[src/rtl/omega_pkg.sv]
package omega_pkg;

  // Perfect shuffle: rotate a lg-bit line index left by one position.
  function automatic int unsigned shuffle_idx(int unsigned i, int unsigned lg);
    int unsigned mask;
    mask = (1 << lg) - 1;
    return ((i << 1) | (i >> (lg - 1))) & mask;
  endfunction

endpackage

[src/rtl/omega_cell.sv]
// 2x2 self-setting cell. A lane word is {valid, src, dst, data}.
module omega_cell #(
  parameter int LG  = 3,
  parameter int W   = 16,
  parameter int BIT = 2
) (
  input  logic [2*LG+W:0] up_i,
  input  logic [2*LG+W:0] lo_i,
  output logic [2*LG+W:0] up_o,
  output logic [2*LG+W:0] lo_o,
  output logic            lose_o,
  output logic [LG-1:0]   lose_src_o
);
  localparam int V_POS = 2*LG + W;
  localparam int S_LO  = LG + W;
  localparam int D_LO  = W;

  logic up_v, lo_v, up_cross, lo_cross, up_port, lo_port, clash;

  always_comb begin
    up_v     = up_i[V_POS];
    lo_v     = lo_i[V_POS];
    // Crossover when the examined source and destination bits differ.
    up_cross = up_i[S_LO+BIT] ^ up_i[D_LO+BIT];
    lo_cross = lo_i[S_LO+BIT] ^ lo_i[D_LO+BIT];
    up_port  = up_cross;
    lo_port  = ~lo_cross;
    clash    = up_v & lo_v & (up_port == lo_port);

    up_o = '0;
    lo_o = '0;
    if (lo_v && !clash) begin
      if (lo_port) lo_o = lo_i;
      else         up_o = lo_i;
    end
    if (up_v) begin
      if (up_port) lo_o = up_i;
      else         up_o = up_i;
    end
    lose_o     = clash;
    lose_src_o = lo_i[S_LO +: LG];
  end
endmodule

[src/rtl/omega_stage.sv]
// One stage: perfect-shuffle wiring followed by P/2 cells.
module omega_stage #(
  parameter int P   = 8,
  parameter int LG  = 3,
  parameter int W   = 16,
  parameter int BIT = 2
) (
  input  logic [P-1:0][2*LG+W:0] lanes_i,
  output logic [P-1:0][2*LG+W:0] lanes_o,
  output logic [P-1:0]           drop_o
);
  localparam int HALF = P / 2;

  logic [P-1:0][2*LG+W:0] shuf;
  logic [HALF-1:0]          lose;
  logic [HALF-1:0][LG-1:0]  lose_src;

  for (genvar i = 0; i < P; i++) begin : g_wire
    localparam int J = omega_pkg::shuffle_idx(i, LG);
    assign shuf[J] = lanes_i[i];
  end

  for (genvar m = 0; m < HALF; m++) begin : g_cell
    omega_cell #(.LG(LG), .W(W), .BIT(BIT)) u_cell (
      .up_i      (shuf[2*m]),
      .lo_i      (shuf[2*m+1]),
      .up_o      (lanes_o[2*m]),
      .lo_o      (lanes_o[2*m+1]),
      .lose_o    (lose[m]),
      .lose_src_o(lose_src[m])
    );
  end

  always_comb begin
    drop_o = '0;
    for (int m = 0; m < HALF; m++) begin
      if (lose[m]) drop_o[lose_src[m]] = 1'b1;
    end
  end
endmodule

[src/rtl/omega_net.sv]
module omega_net #(
  parameter  int P  = 8,
  parameter  int W  = 16,
  localparam int LG = $clog2(P)
) (
  input  logic                  clk,
  input  logic                  rst_n,
  input  logic [P-1:0]          src_valid,
  input  logic [P-1:0][LG-1:0]  src_dest,
  input  logic [P-1:0][W-1:0]   src_data,
  output logic [P-1:0]          dst_valid,
  output logic [P-1:0][W-1:0]   dst_data,
  output logic [P-1:0][LG-1:0]  dst_src,
  output logic [P-1:0]          src_blocked
);
  localparam int PKW   = 2*LG + W + 1;
  localparam int V_POS = PKW - 1;
  localparam int S_LO  = LG + W;

  logic [LG:0][P-1:0][PKW-1:0] lanes;
  logic [LG-1:0][P-1:0]        drops;
  logic [P-1:0]                drop_any;

  for (genvar i = 0; i < P; i++) begin : g_tag
    assign lanes[0][i] = {src_valid[i], LG'(i), src_dest[i], src_data[i]};
  end

  for (genvar k = 0; k < LG; k++) begin : g_stage
    omega_stage #(.P(P), .LG(LG), .W(W), .BIT(LG-1-k)) u_stage (
      .lanes_i(lanes[k]),
      .lanes_o(lanes[k+1]),
      .drop_o (drops[k])
    );
  end

  always_comb begin
    drop_any = '0;
    for (int k = 0; k < LG; k++) drop_any |= drops[k];
  end

  always_ff @(posedge clk or negedge rst_n) begin
    if (!rst_n) begin
      dst_valid   <= '0;
      dst_data    <= '0;
      dst_src     <= '0;
      src_blocked <= '0;
    end else begin
      for (int j = 0; j < P; j++) begin
        dst_valid[j] <= lanes[LG][j][V_POS];
        dst_data[j]  <= lanes[LG][j][W-1:0];
        dst_src[j]   <= lanes[LG][j][S_LO +: LG];
      end
      src_blocked <= drop_any;
    end
  end
endmodule

[config.mk]
export PLATFORM = sky130hd
export DESIGN_NAME = omega_net
export DESIGN_NICKNAME = d
export VERILOG_FILES = /design/src/rtl/omega_pkg.sv /design/src/rtl/omega_cell.sv /design/src/rtl/omega_stage.sv /design/src/rtl/omega_net.sv
export SDC_FILE = /design/constraint.sdc
export NUM_CORES = 1
export LEC_CHECK = 0
export ABC_AREA = 1
export BUFFER_PORTS_ARGS = -buffer_cell sky130_fd_sc_hd__buf_2
export CAP_MARGIN = 5
export CORE_UTILIZATION = 57
export DETAILED_ROUTE_END_ITERATION = 6
export GPL_TIMING_DRIVEN = 0
export PLACE_DENSITY = 0.84
export SLEW_MARGIN = 20
export SYNTH_ARGS = -nofsm -noshare
export SYNTH_HDL_FRONTEND = slang
export SYNTH_SLANG_ARGS = --single-unit
[constraint.sdc]
create_clock -name clk -period 1.03 [get_ports clk]
set_input_delay 0.0515 -clock clk [delete_from_list [all_inputs] [get_ports clk]]
set_output_delay 0.0515 -clock clk [all_outputs]
set_load 0.1 [all_outputs]
==> flow_metrics.py, run 1 <==
metrics = {
    "cts": {
        "clk_path_buf_depth": 2,
        "htreeDepth": 4,
        "cts-root-buf": "clkbuf_16",
        "clock-sinks": 168,
        "numCtsBuffers": 17,
    },
    "global_routing": {
        "grt_max_degree": 101,
        "grt_usage_pct": 76.25,
        "grt_pass1_wl_um": 109700,
        "grt_remaining_overflow": 129,
        "grt_pass1_vias": 17490,
    },
    "placed_design": {
        "dp_hpwl_um": 36790,
        "preCtsSetupSlack_ns": -2.034,
        "gp_congestion": 1.027,
        "port_buffers": 329,
    },
    "yosys": {
        "syn_nets": 1632,
        "syn-mean-instance-area_um2": 7.327,
        "synthCells": 1454,
        "async_flop_share_pct": 100.0,
        "ys_seq_area_share_pct": 39.46,
        "yosysWarnings": 0,
        "post_synth_num_cell_types": 38,
        "netlist_area_mm2": 0.01065,
        "synthFlopType": "dfrtp_1",
        "synth-edff-count": 0,
        "synth-seq-cells": 168,
    },
    "run_status": {
        "lastStage": "global routing",
        "error": "[ERROR GRT-0116] Global routing finished with congestion. Check the congestion regions in the DRC Viewer.",
        "status": "aborted with a tool error",
    },
    "die": {
        "die_h_um": 138.7,
        "initial_core_util_pct": 58.71,
        "die_x_um": 138.7,
        "ios": 330,
        "rows": 49,
    },
}
-- per-layer routing --
layer | GRT overflow | global-route usage (%)
met3 | 1 | 59.63
met2 | 60 | 95.24
met5 | 1 | 21.05
met1 | 2 | 74.64
met4 | 65 | 79.88
-- per-stage QoR --
stage                     std cells  hold slack, ns  instance area (um2)
after CTS                      2118         -0.4184                16870
after detailed placement       2013         0.03740                13110
after global placement         2012          0.4791                13070
after floorplan                1454         -0.2441                11140
-- synth_stat cells (2+ instances only) --
library cell	n	area, um2
nand2_1	339	1272
inv_1	217	814.5
o21ai_0	174	870.8
dfrtp_1	168	4204
a22o_1	93	814.5
o22ai_1	72	450.4
nand3_1	68	340.3
o21ai_1	54	270.3
nor2_1	44	165.2
clkbuf_1	33	123.9
inv_2	29	108.9
nand2_2	26	162.7
buf_2	24	120.1
a21oi_1	18	90.09
ha_1	16	200.2
nand4_1	12	75.07
a22oi_1	10	75.07
nand3_2	7	70.07
a32o_1	6	60.06
buf_6	5	56.30
nand2_4	5	56.30
nor2_2	5	31.28
nor2_4	5	56.30
buf_1	4	15.01
buf_4	3	22.52
clkinv_1	3	11.26
inv_4	2	12.51
nand3b_1	2	15.01
-- cell families after synthesis --
| family | synth area share [%] |
|---|---|
| flops | 39.46 |
| simple gates | 21.61 |
| compound gates | 24.99 |
| fa+ha+maj | 1.879 |
| buf+inv | 12.06 |
-- repair_timing --
item / in CTS
gates resized for setup: 733
pin swaps: 54
endpoints found under the setup margin: 336
buffers inserted: 67
endpoints found under the hold margin: 68
gates cloned: 6
==> inputs of run 2 (changes only) <==
- CORE_UTILIZATION: 57 -> 40
- PLACE_DENSITY: 0.84 -> default
- PLACE_DENSITY_LB_ADDON: default -> 0.15
==> run 2 against run 1 <==
The flow now finishes, with violations (hold timing, setup timing). Synthesized cell count unchanged. Area after synthesis unchanged.
==> flow_metrics.py, run 2 <==
metrics = {
    "detailed_routing": {
        "firstDrtPassIters": 5,
        "vias": 12860,
        "avgViaCountPerCell": 5.735,
        "met3WireLength_um": 4406,
        "highest_layer": "met4",
        "dr.first_iter.drc_count": 1417,
        "wl_per_cell_um": 23.98,
        "ant_nets": 0,
        "wl_met1_um": 21650,
        "met2_length_um": 25300,
        "drt_wl_total_um": 53770,
        "drc": 0,
    },
    "yosys": {
        "synth-seq-cells": 168,
        "async_flop_share_pct": 100.0,
        "post_synth_num_cell_types": 38,
        "synth_commonest_cells": "nand2_1 (339), inv_1 (217), o21ai_0 (174)",
        "synth_top_area_share_pct": 39.46,
        "yosysWarnings": 0,
        "synth_most_common_cell": "nand2_1",
        "synth_area_leader_cell": "dfrtp_1",
        "ys_seq_area_share_pct": 39.46,
        "synth_area_leaders": "dfrtp_1 (39%), nand2_1 (12%), o21ai_0 (8.2%), a22o_1 (7.6%), inv_1 (7.6%)",
        "synthCells": 1454,
        "syn-mean-instance-area_um2": 7.327,
        "syn_nets": 1632,
        "synthFlopType": "dfrtp_1",
        "synth-edff-count": 0,
        "netlist_area_mm2": 0.01065,
    },
    "setup_path": {
        "crit_path_end_kind": "flip-flop",
        "cp_data_required_time_ns": 1.36,
        "critPathSlowestCell": "ha_4",
        "critPathKind": "in -> reg",
        "crit_start": "src_dest[11]",
        "crit_path_frequent_cell": "nand3_4",
        "critPathBufInv": 8,
        "slowest_delay_ns": 0.30,
        "cp_top_family": "buffers and inverters",
        "cp-start-kind": "primary input",
        "crit_path_cell_trace": "buf_12 > inv_12 > nand2_8 > nand3_4 > clkinv_8 > buf_8 > nand2_4 > o21ai_4 > ha_4 > inv_4 > nand3_4 > nand3_4 > nand3_4 > nand2_4 > ha_4 > buf_4 > nand3_4 > inv_8 > buf_4 > a22o_1",
        "crit_fanout": 7,
        "cp_data_arrival_time_ns": 2.32,
    },
    "sta": {
        "setup_violations": 336,
        "rsz0062_at_grt": "true",
        "tightest_slew_ns": 0.6665,
        "min_period_ns": 1.988,
        "final_hold_viol_count": 77,
        "period_share_pct": 193.0,
        "whs_ns": -0.4388,
        "fmax_mhz": 503.1,
        "finalSetupTns_ns": -140.62,
        "slew_violations": 0,
        "maxSlewHeadroom_pct": 55.10,
        "timing.final.ws_setup_ns": -0.9578,
    },
    "worst_hold_path": {
        "min_path_type": "in -> async",
    },
    "layout": {
        "largest_register_ffs": 128,
        "regMostFlops": "dst_data",
        "area.growth.synth_to_final_pct": 64.02,
        "seq_area_mm2": 0.004207,
        "final_common_cell": "nand2_1",
        "final_cell_area_mm2": 0.01747,
        "final_core_util_pct": 67.06,
        "largest_registers": "dst_data x128, dst_src x24",
        "multi_input_area_mm2": 0.006330,
        "layout-drive-gt1-share_pct": 41.19,
        "final_nets": 2072,
        "fillCellCount": 2093,
        "final_cell_mix": "nand2_1 (286), inv_1 (202), buf_2 (169)",
    },
    "cts": {
        "clock-sinks": 168,
        "numCtsBuffers": 17,
        "htreeDepth": 4,
        "clk_path_buf_depth": 2,
        "postCtsHoldBufs": 2,
        "clk_pin_slew_ns": 0.08,
        "cts_tree": "yes",
        "cts-root-buf": "clkbuf_16",
    },
    "placed_design": {
        "port_buffers": 329,
        "place_area_mm2": 0.01324,
        "gp_congestion": 0.9882,
        "preCtsSetupSlack_ns": -2.095,
        "dp_hpwl_um": 40720,
    },
    "global_routing": {
        "grt_usage_pct": 38.77,
        "antenna_found_initial": 1,
        "grt_pass1_wl_um": 76220,
        "grt_max_degree": 92,
        "grt_remaining_overflow": 0,
        "grt_pass1_vias": 12670,
    },
    "die": {
        "die_h_um": 165.2,
        "rows": 59,
        "die_area_mm2": 0.02729,
        "die_x_um": 165.2,
        "initial_core_util_pct": 40.88,
        "core_area_mm2": 0.02606,
        "ios": 330,
    },
    "power_and_ir_drop": {
        "power_mw": 28.09,
        "vdd.ir_drop.worst_mv": 1.267,
        "powerDensity_mw_per_mm2": 1607,
        "leakage_nw": 8.533,
    },
    "run": {
        "drv_cap": 0,
    },
    "run_status": {
        "violations": "hold timing, setup timing",
        "status": "finished with violations",
    },
}
run 2: cell counts after synthesis:
Identical to the previous run, type by type.
run 2: metal layers:
metal / up-vias / GRT usage [%]
met2: 763 / 63.86
met4: 0 / 16.81
met1: 6230 / 51.09
met3: 136 / 4.670
li1: 5728 / -
met5: - / 0
run 2: power by group:
part	internal [mW]	leakage [nW]	switching [mW]
combinational	4.27	5.99	9.33
sequential	7.20	2.26	0.442
clock	3.64	0.284	3.21
total	15.1	8.53	13.0
run 2: metrics by stage:
step | hold slack (ns) | std cells
after detailed placement | 0.06979 | 2119
after CTS | -0.3975 | 2224
after global placement | 0.4490 | 2118
final | -0.4388 | 2242
after global routing | -0.3806 | 2242
after floorplan | -0.2441 | 1454
run 2: area by class of cell:
class	count	area share [%]
buffer	69	3.408
timing repair buffer	421	24.53
inverter	251	5.993
clock inverter	14	0.9237
tap	335	2.399
antenna	1	0.01432
clock buffer	17	2.434
sequential	168	24.07
multi-input combinational	966	36.22
run 2: cell families (layout without fill, tap and decap cells):
family,Yosys count,after routing,share of synthesized area [%]
AND/OR/NAND/NOR,519,519,21.61
AO/OA/AOI/OAI,431,431,24.99
buffers and inverters,320,772,12.06
flip-flops,168,168,39.46
adder cells (fa/ha/maj),16,16,1.879
other,0,1,0
run 2: what timing repair did:
item | 4_1_cts | 5_1_grt
gates resized for setup | 706 | 106
endpoints found under the setup margin | 336 | 336
endpoints found under the hold margin | 78 | 77
setup buffers | 67 | 17
pin swaps | 60 | 48
cloned | 5 | 2
run 2: final timing paths:
check / cells past startpoint / endpoint / slack, ns
setup / recovery: 20 / dst_data[35]$_DFF_PN0_ / -0.96
hold / removal: 1 / dst_data[7]$_DFF_PN0_ / -0.44
max in group asynchronous: 2 / dst_data[106]$_DFF_PN0_ / 0.58
min in group clk: 3 / src_blocked[6]$_DFF_PN0_ / 0.02
No activity file was read; power rests on OpenSTA's default activity.
